`config.mk`:
```
export PLATFORM = sky130hd
export DESIGN_NAME = rstc_top
export DESIGN_NICKNAME = d
export VERILOG_FILES = /design/src/rtl/rstc_pkg.sv /design/src/rtl/rstc_ctrl.sv /design/src/rtl/rstc_datapath.sv /design/src/rtl/rstc_top.sv
export SDC_FILE = /design/constraint.sdc
export NUM_CORES = 1
export LEC_CHECK = 0
export ABC_AREA = 1
export ABC_CLOCK_PERIOD_IN_PS = 1700
export BUFFER_PORTS_ARGS = -buffer_cell sky130_fd_sc_hd__buf_2
export CAP_MARGIN = 0
export CORE_MARGIN = 2
export CORE_UTILIZATION = 40
export DETAILED_ROUTE_END_ITERATION = 6
export PLACE_DENSITY = 0.64
export SLEW_MARGIN = 10
export SYNTH_ARGS = -nofsm -noshare
export SYNTH_HDL_FRONTEND = slang
export SYNTH_HIERARCHICAL = 1
export SYNTH_SLANG_ARGS = --single-unit
```
`constraint.sdc`:
```
create_clock -name clk -period 1.7 [get_ports clk]
set_input_delay 0 -clock clk [delete_from_list [all_inputs] [get_ports clk]]
set_output_delay 0 -clock clk [all_outputs]
set_load 0.05 [all_outputs]
```
`src/rtl/rstc_pkg.sv`:
```
package rstc_pkg;
  localparam int NUM_CAUSES = 5;
  localparam int CAUSE_POR  = 0;
  localparam int CAUSE_EXT  = 1;
  localparam int CAUSE_BOD  = 2;
  localparam int CAUSE_WDOG = 3;
  localparam int CAUSE_JTAG = 4;

  typedef struct packed {
    logic [NUM_CAUSES-1:0] setMask;
    logic                  anyReq;
  } rstcStrobes_t;
endpackage

```
`src/rtl/rstc_ctrl.sv`:
```
module rstc_ctrl
  import rstc_pkg::*;
#(
  parameter int MIN_LEN = 4
) (
  input  logic         clk,
  input  logic         porFlag,
  input  logic         extRstN,
  input  logic         bodFlag,
  input  logic         bodEnable,
  input  logic         jtagRstBit,
  input  logic         wdogExpire,
  output rstcStrobes_t strobes
);
  localparam int LOW_W = $clog2(MIN_LEN + 1) + 1;
  localparam logic [LOW_W-1:0] LOW_MAX = LOW_W'(MIN_LEN);

  logic             extSync1;
  logic             extSync2;
  logic [LOW_W-1:0] lowCnt;
  logic             extReq;

  // two-stage synchronizer for the asynchronous pin
  always_ff @(posedge clk) begin
    if (porFlag) begin
      extSync1 <= 1'b1;
      extSync2 <= 1'b1;
    end else begin
      extSync1 <= extRstN;
      extSync2 <= extSync1;
    end
  end

  // run length of the synchronized low level, saturating
  always_ff @(posedge clk) begin
    if (porFlag || extSync2) begin
      lowCnt <= '0;
    end else if (lowCnt != LOW_MAX) begin
      lowCnt <= lowCnt + 1'b1;
    end
  end

  assign extReq = !extSync2 && (lowCnt == LOW_MAX);

  always_comb begin
    strobes.setMask             = '0;
    strobes.setMask[CAUSE_POR]  = porFlag;
    strobes.setMask[CAUSE_EXT]  = extReq;
    strobes.setMask[CAUSE_BOD]  = bodFlag && bodEnable;
    strobes.setMask[CAUSE_WDOG] = wdogExpire;
    strobes.setMask[CAUSE_JTAG] = jtagRstBit;
    strobes.anyReq              = |strobes.setMask;
  end

  // a pin request needs the pin low now and at the previous sample
  assert_ext_filtered_R2: assert property (@(posedge clk) disable iff (porFlag)
    extReq |-> (!extSync2 && $past(!extSync2)));
endmodule

```
`src/rtl/rstc_datapath.sv`:
```
module rstc_datapath
  import rstc_pkg::*;
#(
  parameter int STRETCH = 16
) (
  input  logic                  clk,
  input  logic                  porFlag,
  input  rstcStrobes_t          strobes,
  input  logic                  causeClrWe,
  input  logic [NUM_CAUSES-1:0] causeClrData,
  output logic                  sysRst,
  output logic [NUM_CAUSES-1:0] causeFlags
);
  localparam int HOLD_W = $clog2(STRETCH + 1);
  localparam logic [HOLD_W-1:0] HOLD_LOAD = HOLD_W'(STRETCH);

  logic [HOLD_W-1:0]     holdCnt;
  logic [NUM_CAUSES-1:0] clrMask;

  always_ff @(posedge clk) begin
    if (porFlag || strobes.anyReq) begin
      holdCnt <= HOLD_LOAD;
    end else if (holdCnt != '0) begin
      holdCnt <= holdCnt - 1'b1;
    end
  end

  assign sysRst  = (holdCnt != '0);
  assign clrMask = causeClrWe ? causeClrData : '0;

  genvar gi;
  generate
    for (gi = 0; gi < NUM_CAUSES; gi++) begin : g_cause
      always_ff @(posedge clk) begin
        if (porFlag) begin
          causeFlags[gi] <= (gi == CAUSE_POR);
        end else if (strobes.setMask[gi]) begin
          causeFlags[gi] <= 1'b1;
        end else if (clrMask[gi]) begin
          causeFlags[gi] <= 1'b0;
        end
      end

      // a clear without a matching set empties the bit
      assert_w1c_R8: assert property (@(posedge clk) disable iff (porFlag)
        (causeClrWe && causeClrData[gi] && !strobes.setMask[gi]) |=> !causeFlags[gi]);

      // a set bit stays set unless it is cleared
      assert_sticky_R7: assert property (@(posedge clk) disable iff (porFlag)
        (causeFlags[gi] && !(causeClrWe && causeClrData[gi])) |=> causeFlags[gi]);
    end
  endgenerate

  // a request seen at one edge keeps reset high in the next cycle
  assert_req_holds_R9: assert property (@(posedge clk) disable iff (porFlag)
    $past(strobes.anyReq) |-> sysRst);

  // leaving power-on shows only the power-on cause, with reset active
  assert_por_cause_R1: assert property (@(posedge clk) disable iff (porFlag)
    $fell(porFlag) |-> (sysRst && causeFlags == NUM_CAUSES'(1)));
endmodule

```
`src/rtl/rstc_top.sv`:
```
module rstc_top
  import rstc_pkg::*;
#(
  parameter int MIN_LEN = 4,
  parameter int STRETCH = 16
) (
  input  logic                  clk,
  input  logic                  porFlag,
  input  logic                  extRstN,
  input  logic                  bodFlag,
  input  logic                  bodEnable,
  input  logic                  jtagRstBit,
  input  logic                  wdogExpire,
  input  logic                  causeClrWe,
  input  logic [NUM_CAUSES-1:0] causeClrData,
  output logic                  sysRst,
  output logic [NUM_CAUSES-1:0] causeFlags
);
  rstcStrobes_t strobes;

  rstc_ctrl #(.MIN_LEN(MIN_LEN)) u_ctrl (
    .clk        (clk),
    .porFlag    (porFlag),
    .extRstN    (extRstN),
    .bodFlag    (bodFlag),
    .bodEnable  (bodEnable),
    .jtagRstBit (jtagRstBit),
    .wdogExpire (wdogExpire),
    .strobes    (strobes)
  );

  rstc_datapath #(.STRETCH(STRETCH)) u_dp (
    .clk          (clk),
    .porFlag      (porFlag),
    .strobes      (strobes),
    .causeClrWe   (causeClrWe),
    .causeClrData (causeClrData),
    .sysRst       (sysRst),
    .causeFlags   (causeFlags)
  );

  // the brown-out cause only appears when the detector was enabled
  assert_bod_gate_R3: assert property (@(posedge clk) disable iff (porFlag)
    $rose(causeFlags[CAUSE_BOD]) |-> $past(bodFlag && bodEnable));

  // the test-port bit keeps the system in reset
  assert_jtag_hold_R4: assert property (@(posedge clk) disable iff (porFlag)
    jtagRstBit |=> sysRst);

  // a watchdog pulse leaves its cause bit set
  assert_wdog_cause_R5: assert property (@(posedge clk) disable iff (porFlag)
    wdogExpire |=> causeFlags[CAUSE_WDOG]);
endmodule

```
==> results of run 1 <==
[worst paths after layout]
path / start / end / slack, ps
worst max-delay path: u_dp/holdCnt[0] / sysRst / 300
worst min-delay path: causeClrData[1] / u_dp/causeFlags[1] / 10
worst min register to register: u_ctrl/extSync1 / u_ctrl/extSync2 / 440
worst max register to register: u_ctrl/lowCnt[0] / u_dp/holdCnt[3] / 330
[power by group]
part	internal [mW]	switching (mW)	leakage (nW)
Clock	0.0821	0.112	0.0138
Combinational	0.0393	0.0587	0.325
Sequential	0.386	0.00705	0.131
[kinds of logic (layout without fill, tap and decap cells)]
logic type,count (synthesis),in the layout
and+or+nand+nor,61,61
buffers and inverters,18,39
DFF,16,16
AOI/OAI and AO/OA,8,8
adders and majority gates,4,4
xor gates and xnor gates,1,1
[flip-flops by register name, indices dropped and copies added, names as in the netlist]
name             count
u_ctrl/extSync1      1
u_ctrl/extSync2      1
u_ctrl/lowCnt        4
u_dp/causeFlags      5
u_dp/holdCnt         5
[layer usage]
| metal | vias to the layer above | wire length [µm] |
|---|---|---|
| li1 | 373 | - |
| met1 | 303 | 597 |
| met2 | 16 | 741 |
| met3 | 2 | 57 |
| met4 | 0 | 16 |
| met5 | - | 0 |
[stage by stage]
stage	worst slack, ps	utilization [%]	total power, mW	hold slack, ps	instance area [µm²]
floorplan	465.7	-	0.4664	72.38	795.8
global placement	401.4	46.29	0.4905	186.5	889.6
detailed placement	338.6	46.29	0.4931	189.6	889.6
CTS	279.6	49.54	0.6974	7.340	952.2
global route	162.7	49.54	0.7297	22.09	952.2
finish	303.9	49.54	0.6852	11.87	952.2
[area by class of cell]
type	count	area (µm²)
Tap cell	27	33.78
Fill cell	201	969.7
Inverter	14	52.55
Timing Repair Buffer	22	130.1
Multi-Input combinational cell	74	392.9
Sequential cell	16	320.3
Clock buffer	3	22.52
[cell usage in the layout, fill, tap and decap left out]
master                          instances
sky130_fd_sc_hd__nand2_4                1
sky130_fd_sc_hd__o21ai_1                1
sky130_fd_sc_hd__ha_1                   4
sky130_fd_sc_hd__dlygate4sd3_1          4
sky130_fd_sc_hd__xnor2_1                1
sky130_fd_sc_hd__nor2_1                17
sky130_fd_sc_hd__clkbuf_4               3
sky130_fd_sc_hd__nand3_1                7
sky130_fd_sc_hd__nor2_4                 3
sky130_fd_sc_hd__a21oi_2                1
sky130_fd_sc_hd__nand2_2                2
sky130_fd_sc_hd__nor3_1                 1
sky130_fd_sc_hd__nor2_2                 2
sky130_fd_sc_hd__dfxtp_1               16
sky130_fd_sc_hd__or2_2                  2
sky130_fd_sc_hd__a21oi_1                5
sky130_fd_sc_hd__inv_1                 14
sky130_fd_sc_hd__buf_2                 18
sky130_fd_sc_hd__nand2_1               25
sky130_fd_sc_hd__nand3b_1               1
sky130_fd_sc_hd__a21boi_1               1
[worst reg2reg max path, stage by stage, from the launching register on]
cell and delay (ps):
sky130_fd_sc_hd__dfxtp_1 370, sky130_fd_sc_hd__inv_1 80, sky130_fd_sc_hd__ha_1 220, sky130_fd_sc_hd__nand2_2 90, sky130_fd_sc_hd__nor2_4 40, sky130_fd_sc_hd__nand2_1 70
sky130_fd_sc_hd__nand3_1 80, sky130_fd_sc_hd__nor2_2 190, sky130_fd_sc_hd__nand2_2 90, sky130_fd_sc_hd__a21oi_2 90
[timing repair]
| action | CTS | global route |
|---|---|---|
| hold endpoints to repair | 4 | 0 |
| hold buffers | 4 | 0 |
| setup buffers | 0 | 0 |
==> summary.txt, run 1 <==
Place
  • Port Buffer Count: 18
  • Detailed placer's ending HPWL: 1122 µm
  • Number of instances in the placed design: 149
  • Final RePlAce weighted congestion: 0.7377

Timing
  • Worst slew margin relative to its limit: 83.43%
  • Largest clock skew in the final design: 2.123 ps
  • Peak clock frequency supported by timing: 716.3 MHz
  • Final slew viol count: 0
  • Post-layout min period: 1396 ps
  • Sum of negative setup slack: 0 ps
  • Setup repair after global routing missed its margin: no
  • Count of final setup violators: 0
  • Final Hold Vio Count: 0
  • Tightest Pin Transition: 250.3 ps
  • Period utilization: 82.12%

Synth
  • Number of warning messages in the yosys log: 6
  • Seq cells post-synth: 16
  • Share of the synthesized area in the top cell type: 40.25%
  • Async set-or-reset flop fraction in the synthesized netlist: 0%
  • Parity-gate share of the synthesized area counting xor and xnor cells: 1.101%
  • Largest area contributor in the synthesized netlist: sky130_fd_sc_hd__dfxtp_1
  • Top post-synthesis cells by count: 25 x sky130_fd_sc_hd__nand2_1, 17 x sky130_fd_sc_hd__nor2_1, 16 x sky130_fd_sc_hd__dfxtp_1
  • Cell types with the largest area share after synthesis: sky130_fd_sc_hd__dfxtp_1 40%, sky130_fd_sc_hd__nand2_1 12%, sky130_fd_sc_hd__nor2_1 8.0%
  • Compound-Gate Fraction of Synth Area: 5.818%
  • Post-synthesis area per instance: 7.368 µm²
  • Leading cell type by number of instances after synthesis: sky130_fd_sc_hd__nand2_1
  • Sequential element share of the synthesized area: 40.25%
  • Post-synthesis cell type count: 19
  • Primary FF master, synth: sky130_fd_sc_hd__dfxtp_1
  • Mux cell area share after synthesis: 0%
  • Post-synth EDFFs: 0
  • Area share of fa/ha/maj cells after synthesis: 6.289%
  • Synthesized area: 795.8 µm²
  • Synthesized netlist net count: 125
  • Largest family of logic cells by synthesized area: simple AND/OR/NAND/NOR gates
  • Area fraction in and, or, nand and nor cells after synthesis: 36.16%
  • Synthesized instance count: 108

GRT
  • Wire length of the first global-routing pass: 2566 µm
  • Met2 Usage GRT: 24.43%
  • Most crowded layer after global routing: met2
  • Number of global-route vias before repair: 677
  • Pin count of the biggest net entering global routing: 12
  • Total congestion overflow: 0
  • Met1 Resource Use GR: 15.44%
  • Overall global routing resource usage: 13.77%
  • Number of antenna violations at the first check in global routing: 0
  • Met3 capacity usage during global routing: 1.852%

Worst setup path
  • Worst Reg2Reg Path Length in Cells: 9
  • Library cell appearing most often on the critical path: sky130_fd_sc_hd__inv_1
  • Series of cell instances along the critical path: inv_1, ha_1, inv_1, nor2_4, nand2_4, buf_2
  • Standard cell with the maximum stage delay on the critical path: sky130_fd_sc_hd__dfxtp_1
  • Critical path fanouts, max: 6
  • Category of the critical setup timing path: reg -> out
  • Worst endpoint required time: 1700 ps
  • Gate family responsible for the most delay along the worst path: buffers and inverters
  • Startpoint kind of the worst setup timing path: flop
  • Stages on worst setup path: 6
  • Largest incremental delay on the critical path: 310 ps
  • Critical path data arrival time: 1400 ps
  • Kind of end point of the critical path: output port
  • Combined buffer and inverter count along the critical path: 3

Route
  • Number of design-rule violations left by the first detailed-router iteration: 2
  • Average wire per cell in the routed design: 9.051 µm
  • Number of remaining DRC errors: 0
  • First drt pass iteration count: 4
  • Via count: 694
  • Antenna viol nets, final: 0
  • Wire length reported by the detailed router: 1412 µm
  • Via density per instance: 4.449

Clock tree
  • Clock transition at the registers of the reported paths: 90 ps
  • Clock latency reported for the late side of the worst-skew pair: 280 ps
  • Count of cells resized by post-cts repair: 0
  • Number of buffers added by the clock tree synthesis step: 3
  • Number of H-tree levels: 1
  • Maximum buffer depth of the clock tree: 2
  • Root Driver: sky130_fd_sc_hd__clkbuf_4
  • Clock Sinks: 16
  • TritonCTS clock tree: built

Die
  • Starting Density: 41.41%
  • Number of top-level pins: 19
  • Die width: 48.60 µm
  • Core Region: 1922 µm²
  • Total die area: 2362 µm²
  • Chip Height: 48.60 µm
  • Number of placement rows: 16

Final layout
  • Layout Cells excl Fill: 156
  • Number of nets at the end of the flow: 148
  • Area overhead of the layout relative to synthesis: 19.65%
  • Layout cells sized above 1: 24.81%
  • Diodes inserted: 0

Min path
  • Hold crit path type: in -> reg
  • Count of cells along the worst hold path: 4

Power and ir drop
  • Power per standard cell area: 719.6 nW/µm²
  • Max rail drop VDD: 0.5458 mV
  • Static power due to leakage: 0.4692 nW

Job
  • Max-cap viol count: 0

Run status
  • Outcome: finished clean
Power figures use the tool's default switching activity.
==> run 2: changes to the inputs <==
--- a/config.mk
+++ b/config.mk
@@ -5,14 +5,14 @@
 export SDC_FILE = /design/constraint.sdc
 export NUM_CORES = 1
 export LEC_CHECK = 0
-export ABC_AREA = 1
-export ABC_CLOCK_PERIOD_IN_PS = 1700
+export ABC_AREA = 0
+export ABC_CLOCK_PERIOD_IN_PS = 1290
 export BUFFER_PORTS_ARGS = -buffer_cell sky130_fd_sc_hd__buf_2
 export CAP_MARGIN = 0
 export CORE_MARGIN = 2
 export CORE_UTILIZATION = 40
 export DETAILED_ROUTE_END_ITERATION = 6
-export PLACE_DENSITY = 0.64
+export PLACE_DENSITY = 0.65
 export SLEW_MARGIN = 10
 export SYNTH_ARGS = -nofsm -noshare
 export SYNTH_HDL_FRONTEND = slang
==> constraint.sdc (replaced) <==
create_clock -name clk -period 1.29 [get_ports clk]
set_input_delay 0 -clock clk [delete_from_list [all_inputs] [get_ports clk]]
set_output_delay 0 -clock clk [all_outputs]
set_load 0.05 [all_outputs]
==> summary.txt, run 2 <==
Die
  • Starting Density: 43.76% (+2.4 points)
  • Core Region: 1764 µm² (-8.2%)
  • Number of placement rows: 15 (-1)
  • Number of top-level pins: 19 (unchanged)
  • Die width: 47.93 µm (-1.4%)
  • Chip Height: 47.93 µm (-1.4%)
  • Total die area: 2297 µm² (-2.7%)

Clock tree
  • Root Driver: sky130_fd_sc_hd__clkbuf_4
  • Clock transition at the registers of the reported paths: 90 ps (about the same)
  • TritonCTS clock tree: built
  • Number of H-tree levels: 1 (unchanged)
  • Number of buffers added by the clock tree synthesis step: 3 (unchanged)
  • Clock Sinks: 16 (unchanged)
  • Clock latency reported for the late side of the worst-skew pair: 280 ps (about the same)
  • Maximum buffer depth of the clock tree: 2 (unchanged)

Synth
  • Post-synthesis area per instance: 9.190 µm² (+25%)
  • Leading cell type by number of instances after synthesis: sky130_fd_sc_hd__dfxtp_1
  • Post-synthesis cell type count: 27 (+8)
  • Share of the synthesized area in the top cell type: 41.49% (+1.2 points)
  • Primary FF master, synth: sky130_fd_sc_hd__dfxtp_1
  • Synthesized area: 772.0 µm² (-3.0%)
  • Async set-or-reset flop fraction in the synthesized netlist: 0% (unchanged)
  • Cell types with the largest area share after synthesis: sky130_fd_sc_hd__dfxtp_1 41%, sky130_fd_sc_hd__ha_1 6.5%, sky130_fd_sc_hd__a2111oi_2 5.8%
  • Largest area contributor in the synthesized netlist: sky130_fd_sc_hd__dfxtp_1
  • Seq cells post-synth: 16 (unchanged)
  • Number of warning messages in the yosys log: 6 (unchanged)
  • Top post-synthesis cells by count: 16 x sky130_fd_sc_hd__dfxtp_1, 11 x sky130_fd_sc_hd__nor2_1, 7 x sky130_fd_sc_hd__nand2_1
  • Synthesized instance count: 84 (-22%)
  • Sequential element share of the synthesized area: 41.49% (+1.2 points)
  • Synthesized netlist net count: 101 (-19%)
  • Post-synth EDFFs: 0 (unchanged)

Worst setup path
  • Standard cell with the maximum stage delay on the critical path: sky130_fd_sc_hd__or4b_4
  • Largest incremental delay on the critical path: 520 ps (+210 ps)
  • Critical path data arrival time: 1520 ps (+120 ps)
  • Startpoint kind of the worst setup timing path: flop
  • Gate family responsible for the most delay along the worst path: simple AND/OR/NAND/NOR gates
  • Register-to-register setup slack: -220 ps (-550 ps)
  • Reg-to-reg critical path startpoint: u_dp/holdCnt[1]
  • Category of the critical setup timing path: reg -> out
  • Series of cell instances along the critical path: inv_2, ha_4, or4b_4, buf_6
  • Endpoint of the worst register-to-register path: u_dp/holdCnt[0]
  • Kind of end point of the critical path: output port
  • Combined buffer and inverter count along the critical path: 2 (-1)
  • Critical path fanouts, max: 4 (-2)
  • Worst endpoint required time: 1290 ps (-410 ps)
  • Worst Reg2Reg Path Length in Cells: 6 (-3)

Timing
  • Largest clock skew in the final design: 2.782 ps (+0.6595 ps)
  • Tightest Pin Transition: 325.9 ps (+75.56 ps)
  • Final Hold Vio Count: 0 (unchanged)
  • Setup repair after global routing missed its margin: yes
  • Peak clock frequency supported by timing: 658.4 MHz
  • Final slew viol count: 0 (unchanged)
  • Sum of negative setup slack: -853.2 ps (-853.2 ps)
  • Count of final setup violators: 5 (+5)
  • Worst slew margin relative to its limit: 78.24% (-5.2 points)
  • Post-route worst setup slack: -228.8 ps (-532.7 ps)
  • Period utilization: 117.7%
  • Post-layout min period: 1519 ps

Final layout
  • Biggest registers after layout: u_dp/causeFlags: 5 flops, u_dp/holdCnt: 5 flops, u_ctrl/lowCnt: 4 flops
  • Layout cells sized above 1: 50.00% (+25 points)
  • Number of fill cells in the layout: 157 (-22%)
  • Area overhead of the layout relative to synthesis: 46.19%
  • Area of all placed cells without fillers: 1129 µm² (+19%)
  • Number of nets at the end of the flow: 134 (-9.5%)
  • Diodes inserted: 0 (unchanged)
  • Most common cell after layout, fill and taps aside: sky130_fd_sc_hd__buf_2
  • Top library cells by usage in the layout, fill and taps aside: 17 x sky130_fd_sc_hd__buf_2, 13 x sky130_fd_sc_hd__buf_4, 12 x sky130_fd_sc_hd__dfxtp_1

Power and ir drop
  • Combinational cell fraction of total power: 15.6% (+1.3 points)
  • Max rail drop VDD: 0.6871 mV (+26%)
  • Switching power of the nets: 0.2511 mW (+41%)
  • Share of power burned in the clock network: 32.9% (+4.6 points)
  • Switching power share of the total: 24.95% (-0.98 points)
  • Final Power: 1.006 mW (+47%)
  • Power per standard cell area: 891.8 nW/µm² (+24%)
  • Internal portion of total power: 0.7553 mW (+49%)
  • Reg power frac: 51.5% (-5.9 points)
  • Static power due to leakage: 0.4826 nW (+2.9%)

Route
  • First drt pass iteration count: 3 (-1)
  • Via count: 646 (-6.9%)
  • Antenna viol nets, final: 0 (unchanged)
  • Wire length reported by the detailed router: 1524 µm (+7.9%)
  • Average wire per cell in the routed design: 10.81 µm (+19%)
  • Number of design-rule violations left by the first detailed-router iteration: 1 (-1)
  • Via density per instance: 4.582 (+3.0%)
  • Number of remaining DRC errors: 0 (unchanged)

GRT
  • Number of global-route vias before repair: 581 (-14%)
  • Pin count of the biggest net entering global routing: 19 (+7)
  • Wire length of the first global-routing pass: 2352 µm (-8.3%)
  • Overall global routing resource usage: 14.83% (+1.1 points)
  • Total congestion overflow: 0 (unchanged)
  • Number of antenna violations at the first check in global routing: 0 (unchanged)

Place
  • Final RePlAce weighted congestion: 0.6939 (-5.9%)
  • Pre-CTS setup slack: -254.9 ps (-593.5 ps)
  • Instance area at placement: 972.2 µm² (+9.3%)
  • Detailed placer's ending HPWL: 1103 µm (-1.7%)
  • Port Buffer Count: 18 (unchanged)

Run status
  • Outcome: finished with violations
  • Failing checks: negative setup slack

Job
  • Max-cap viol count: 0 (unchanged)

Min path
  • Count of cells along the worst hold path: 4 (unchanged)
  • HP Start: causeClrData[4]
  • WHS Endpoint: u_dp/causeFlags[4]
  • Hold crit path type: in -> reg
-- run 2: cell types whose count changed in the layout (fill, tap and decap cells not counted), moves of 3 or more --
cell,previous run,this run
sky130_fd_sc_hd__nor3b_1,0,4
sky130_fd_sc_hd__nand3_1,7,1
sky130_fd_sc_hd__dfxtp_1,16,12
sky130_fd_sc_hd__buf_4,0,13
sky130_fd_sc_hd__dfxtp_2,0,4
sky130_fd_sc_hd__nor2_1,17,10
sky130_fd_sc_hd__nand2_1,25,6
sky130_fd_sc_hd__inv_1,14,2
sky130_fd_sc_hd__ha_1,4,1
-- run 2: metal layers --
metal | track usage, % | part of all wire [%]
met5 | 0 | 0
met4 | 8.108 | 0.66
met3 | 3.019 | 4.1
met2 | 25.60 | 51
met1 | 16.93 | 45
-- run 2: layout make-up --
| type | instances | area [µm²] | area share (%) |
|---|---|---|---|
| sequential | 16 | 325.3 | 28.82 |
| inverter | 4 | 15.01 | 1.330 |
| tap | 25 | 31.28 | 2.772 |
| timing repair buffer | 36 | 254.0 | 22.51 |
| clock buffer | 4 | 36.28 | 3.215 |
| multi-input combinational | 56 | 466.7 | 41.35 |
-- run 2: worst max-delay path by stage --
stage,startpoint,endpoint,cells after the start
global route,u_dp/holdCnt[1],sysRst,4
global placement,u_dp/holdCnt[1],u_dp/holdCnt[1],4
CTS,u_dp/holdCnt[1],sysRst,4
floorplan,u_dp/holdCnt[0],u_dp/holdCnt[1],5
detailed placement,u_dp/holdCnt[1],u_dp/holdCnt[1],4
finish,u_dp/holdCnt[1],sysRst,4
-- run 2: repair_timing --
action,4_1_cts,5_1_grt
endpoints found under the setup margin,6,9
buffers inserted,2,0
gates resized for setup,6,9
endpoints found under the hold margin,4,0
hold buffers,4,0
pin swaps,0,1
-- run 2: cell families after synthesis --
group | synth area share [%]
adders and majority gates | 6.483
xor gates and xnor gates | 3.404
muxes | 5.672
and+or+nand+nor | 24.47
AOI/OAI and AO/OA | 10.21
DFF | 41.49
buffers and inverters | 8.264
-- run 2: power groups by stage --
stage / registers, mW / clock network (mW) / logic [mW]
final: 0.518 / 0.331 / 0.157
after global routing: 0.521 / 0.362 / 0.169
after CTS: 0.518 / 0.346 / 0.153
after detailed placement: 0.529 / 0 / 0.135
after global placement: 0.529 / 0 / 0.133
after floorplan: 0.554 / 0 / 0.0665
-- run 2: per-stage QoR --
step	cells	utilization (%)	hold WS, ps
after floorplan	84	-	103.8
after global placement	131	55.11	184.7
after detailed placement	131	55.11	187.2
after CTS	141	62.27	11.21
after global routing	141	63.97	23.66
final	141	63.97	18.99
-- run 2: tightest hold or removal path, cell delays in order --
cell and delay [ps]:
sky130_fd_sc_hd__buf_2 90, sky130_fd_sc_hd__nand2_1 50, sky130_fd_sc_hd__a21oi_1 50, sky130_fd_sc_hd__nor2_1 70
